File: src/rtl/sort4_pipe.sv
module sort4_pipe #(
  parameter int W = 8
) (
  input  logic         clk,
  input  logic         rst,
  input  logic         in_vld,
  input  logic [W-1:0] in_d0,
  input  logic [W-1:0] in_d1,
  input  logic [W-1:0] in_d2,
  input  logic [W-1:0] in_d3,
  output logic         out_vld,
  output logic [W-1:0] out_d0,
  output logic [W-1:0] out_d1,
  output logic [W-1:0] out_d2,
  output logic [W-1:0] out_d3
);

  localparam int SW = W + 2;

  logic [2:0] vpipe;

  // layer 1: pairs (0,2) and (1,3)
  logic [W-1:0] l1_0, l1_1, l1_2, l1_3;
  logic [W-1:0] r1_0, r1_1, r1_2, r1_3;
  logic sw02, sw13;
  assign sw02 = in_d0 < in_d2;
  assign sw13 = in_d1 < in_d3;
  assign l1_0 = sw02 ? in_d2 : in_d0;
  assign l1_2 = sw02 ? in_d0 : in_d2;
  assign l1_1 = sw13 ? in_d3 : in_d1;
  assign l1_3 = sw13 ? in_d1 : in_d3;

  // layer 2: pairs (0,1) and (2,3)
  logic [W-1:0] l2_0, l2_1, l2_2, l2_3;
  logic [W-1:0] r2_0, r2_1, r2_2, r2_3;
  logic sw01, sw23;
  assign sw01 = r1_0 < r1_1;
  assign sw23 = r1_2 < r1_3;
  assign l2_0 = sw01 ? r1_1 : r1_0;
  assign l2_1 = sw01 ? r1_0 : r1_1;
  assign l2_2 = sw23 ? r1_3 : r1_2;
  assign l2_3 = sw23 ? r1_2 : r1_3;

  // layer 3: pair (1,2)
  logic [W-1:0] l3_1, l3_2;
  logic sw12;
  assign sw12 = r2_1 < r2_2;
  assign l3_1 = sw12 ? r2_2 : r2_1;
  assign l3_2 = sw12 ? r2_1 : r2_2;

  always_ff @(posedge clk) begin
    if (rst) vpipe <= '0;
    else     vpipe <= {vpipe[1:0], in_vld};
  end

  always_ff @(posedge clk) begin
    r1_0 <= l1_0; r1_1 <= l1_1; r1_2 <= l1_2; r1_3 <= l1_3;
    r2_0 <= l2_0; r2_1 <= l2_1; r2_2 <= l2_2; r2_3 <= l2_3;
    out_d0 <= r2_0;
    out_d1 <= l3_1;
    out_d2 <= l3_2;
    out_d3 <= r2_3;
  end

  assign out_vld = vpipe[2];

  // checking aids: cycles since reset, and sums of each side
  logic [1:0]    age;
  logic [SW-1:0] in_sum, out_sum;
  always_ff @(posedge clk) begin
    if (rst)            age <= '0;
    else if (age != 2'd3) age <= age + 2'd1;
  end
  assign in_sum  = SW'(in_d0) + SW'(in_d1) + SW'(in_d2) + SW'(in_d3);
  assign out_sum = SW'(out_d0) + SW'(out_d1) + SW'(out_d2) + SW'(out_d3);

  assert_desc_order_R1: assert property (@(posedge clk) disable iff (rst)
    out_vld |-> (out_d0 >= out_d1 && out_d1 >= out_d2 && out_d2 >= out_d3));

  assert_sum_kept_R2: assert property (@(posedge clk) disable iff (rst)
    (out_vld && age == 2'd3) |-> out_sum == $past(in_sum, 3));

  assert_valid_delay_R3: assert property (@(posedge clk) disable iff (rst)
    (age == 2'd3) |-> out_vld == $past(in_vld, 3));

  assert_reset_clears_R6: assert property (@(posedge clk)
    $past(rst) |-> !out_vld);

endmodule

File: config.mk
export PLATFORM = sky130hd
export DESIGN_NAME = sort4_pipe
export DESIGN_NICKNAME = d
export VERILOG_FILES = /design/src/rtl/sort4_pipe.sv
export SDC_FILE = /design/constraint.sdc
export NUM_CORES = 1
export LEC_CHECK = 0
export ABC_AREA = 1
export BUFFER_PORTS_ARGS = -buffer_cell sky130_fd_sc_hd__buf_2
export CORE_UTILIZATION = 40
export DETAILED_ROUTE_END_ITERATION = 7
export PLACE_DENSITY_LB_ADDON = 0.25
export SLEW_MARGIN = 20
export SYNTH_ARGS = -nofsm -noshare
export SYNTH_HDL_FRONTEND = slang
export SYNTH_SLANG_ARGS = --single-unit
File: constraint.sdc
create_clock -name clk -period 4.7 [get_ports clk]
set_input_delay 0.47 -clock clk [delete_from_list [all_inputs] [get_ports clk]]
set_output_delay 0.47 -clock clk [all_outputs]
set_load 0.03 [all_outputs]
==> reports/metrics.yaml <==
power:
  leakage_uw: 0.00261
  ir_drop_v: 0.000251
  p_per_area_nw_per_um2: 578
clock_tree:
  cts-buffers-inserted: 9
  clock_latency_ns: 0.36
  clock-sinks: 99
  ctsResizeCount: 0
  cts_hold_buffers: 0
  clockRootBuffer: "clkbuf_8"
  tritoncts: "done"
  clkSlewWorstSetupHoldPaths_ns: 0.09
  postCtsSetupBuffers: 0
  htreeDepth: 3
  cts.path.max_buffers: 2
sta:
  period_minus_slack_ns: 2.06
  setup_viol: 0
  rsz0062_at_grt: "no"
  timing.fmax_mhz: 485
  drv_slew: 0
  worstMarginPinSlew_ns: 0.660
  skew_ns: 0.0105
  maxSlewHeadroom_pct: 55.9
  tns_ns: 0
  hold_viol_final: 0
  post-route-period-util_pct: 43.9
die:
  dieArea_sq_um: 10700
  die_x_um: 104
  pin_count: 68
  die_h_um: 104
  placementRows: 36
  core-area_sq_um: 9910
  start_util_pct: 41.7
setup_path:
  cp_slowest_stage_delay_ns: 0.50
  crit_path_top_delay_cell: "o21a_1"
  critPathKind: "reg2reg"
  crit_family: "compound AO/OA/AOI/OAI gates"
  end_kind: "register"
  required_ns: 4.94
  worstPathArrival_ns: 2.30
  path_cells: "inv_1, ha_1, a21oi_1, o21a_1, nand2_2, nand2_1, nand2_1"
  cp_common_cell: "nand2_1"
  critPathBufInv: 1
  crit_path_start_kind: "register"
  crit_fanout: 17
logic_synthesis:
  syn_inst: 526
  syn-num-nets: 596
  synth_area_sq_um: 4130
  ys_ff_latch: 99
  synth.distinct_cells: 14
  yosysSeqAreaShare_pct: 48.0
  yosysWarnings: 0
  postSynthAreaPerCell_sq_um: 7.85
route:
  vias: 3353
  routed_wl_um: 8040
  first_pass_iters: 5
  vias_per_cell: 4.64
  drtIter0Drc: 156
  wl_per_cell_um: 11.1
  post-route-drc-count: 0
  postRouteAntennaNets: 0
layout:
  final_common_cell: "nand2_1"
  drive_above_1_share_pct: 15.6
  final_core_util_pct: 47.3
  diodes: 0
  area_growth_pct: 13.4
  final_nets: 655
  final_cell_mix: "201 x nand2_1, 99 x dfxtp_1, 80 x nand3_1"
global_route:
  grt_pass1_wl_um: 13700
  antenna_found_initial: 0
  grt_overflow: 0
  track_usage_pct: 15.9
  grt_max_degree: 18
  grt_pass1_vias: 3034
outcome:
  status: "finished, final reports clean"
place:
  io_buffers: 67
  gp_congestion: 0.866
  hpwl_um: 6270
job:
  max_cap_violations: 0
worst_hold_path:
  hold_class: "in2reg"
==> power breakdown <==
part | internal [uW] | total (uW) | leakage [uW] | switching, uW
Sequential | 1100 | 1210 | 0.000833 | 117
Combinational | 309 | 977 | 0.00168 | 669
Clock | 247 | 518 | 0.0000906 | 271
==> synthesized netlist by cell type, drive strengths merged <==
master	n	share of area, %
nand3	80	9.7
dfxtp	99	48
o21a	4	0.73
inv	54	4.9
nor2	9	0.82
nand2	211	20
a21oi	14	1.8
ha	35	11
nor3	1	0.39
buf	19	3.2
==> worst register-to-register path, cell delays in order (launching register included) <==
cell and delay [ns]:
dfxtp_1 0.44, inv_1 0.07, ha_1 0.29, a21oi_1 0.14
o21a_1 0.50, nand2_2 0.31, nand2_1 0.13, nand2_1 0.08
==> per-layer routing <==
metal  up-vias  wire length, um  track usage (%)
li1       1766                -                -
met1      1469             3870             20.0
met2       103             3630             26.5
met3        15              401             3.96
met4         0              128             5.69
met5         -                0                0
==> sequential cells by signal, indices dropped and copies added, names as in the netlist <==
name    count
r2_3        8
r1_2        8
r2_2        8
out_d3      8
vpipe       3
r1_1        8
r2_1        8
out_d0      8
out_d1      8
r1_3        8
r1_0        8
out_d2      8
r2_0        8
==> worst paths after layout <==
kind                   start                   to  slack [ns]  cells after the start
max          r1_1[7]$_DFF_P_      r2_0[5]$_DFF_P_        2.64                      7
min                      rst  vpipe[2]$_SDFF_PP0_        0.29                      2
max reg2reg  r1_1[7]$_DFF_P_      r2_0[5]$_DFF_P_        2.64                      7
min reg2reg  r2_3[2]$_DFF_P_    out_d3[2]$_DFF_P_        0.33                      0
==> final cells by class <==
| type | instances | area (sq um) |
|---|---|---|
| multi-input combinational | 354 | 1810 |
| fill | 984 | 5220 |
| clock inverter | 4 | 51.3 |
| inverter | 54 | 203 |
| sequential | 99 | 1980 |
| timing repair buffer | 67 | 335 |
| tap | 133 | 166 |
| clock buffer | 12 | 135 |
==> cells by family after synthesis <==
| family | share of synthesized area, % |
|---|---|
| compound gates | 2.51 |
| fa+ha+maj | 10.6 |
| flops | 48.0 |
| simple gates | 30.8 |
| buf+inv | 8.12 |
==> metrics by stage <==
stage / hold slack [ns] / setup slack, ns / total power (uW) / cells / instance area (sq um)
after global placement: 0.312 / 2.58 / 2180 / 707 / 4500
after CTS: 0.277 / 2.67 / 2730 / 723 / 4690
after global routing: 0.272 / 2.48 / 2910 / 723 / 4690
after floorplan: 0.310 / 3.03 / 1990 / 526 / 4130
after detailed placement: 0.314 / 2.54 / 2220 / 707 / 4500
final: 0.285 / 2.64 / 2710 / 723 / 4690
Note: power is estimated with default switching activity, not from simulation.
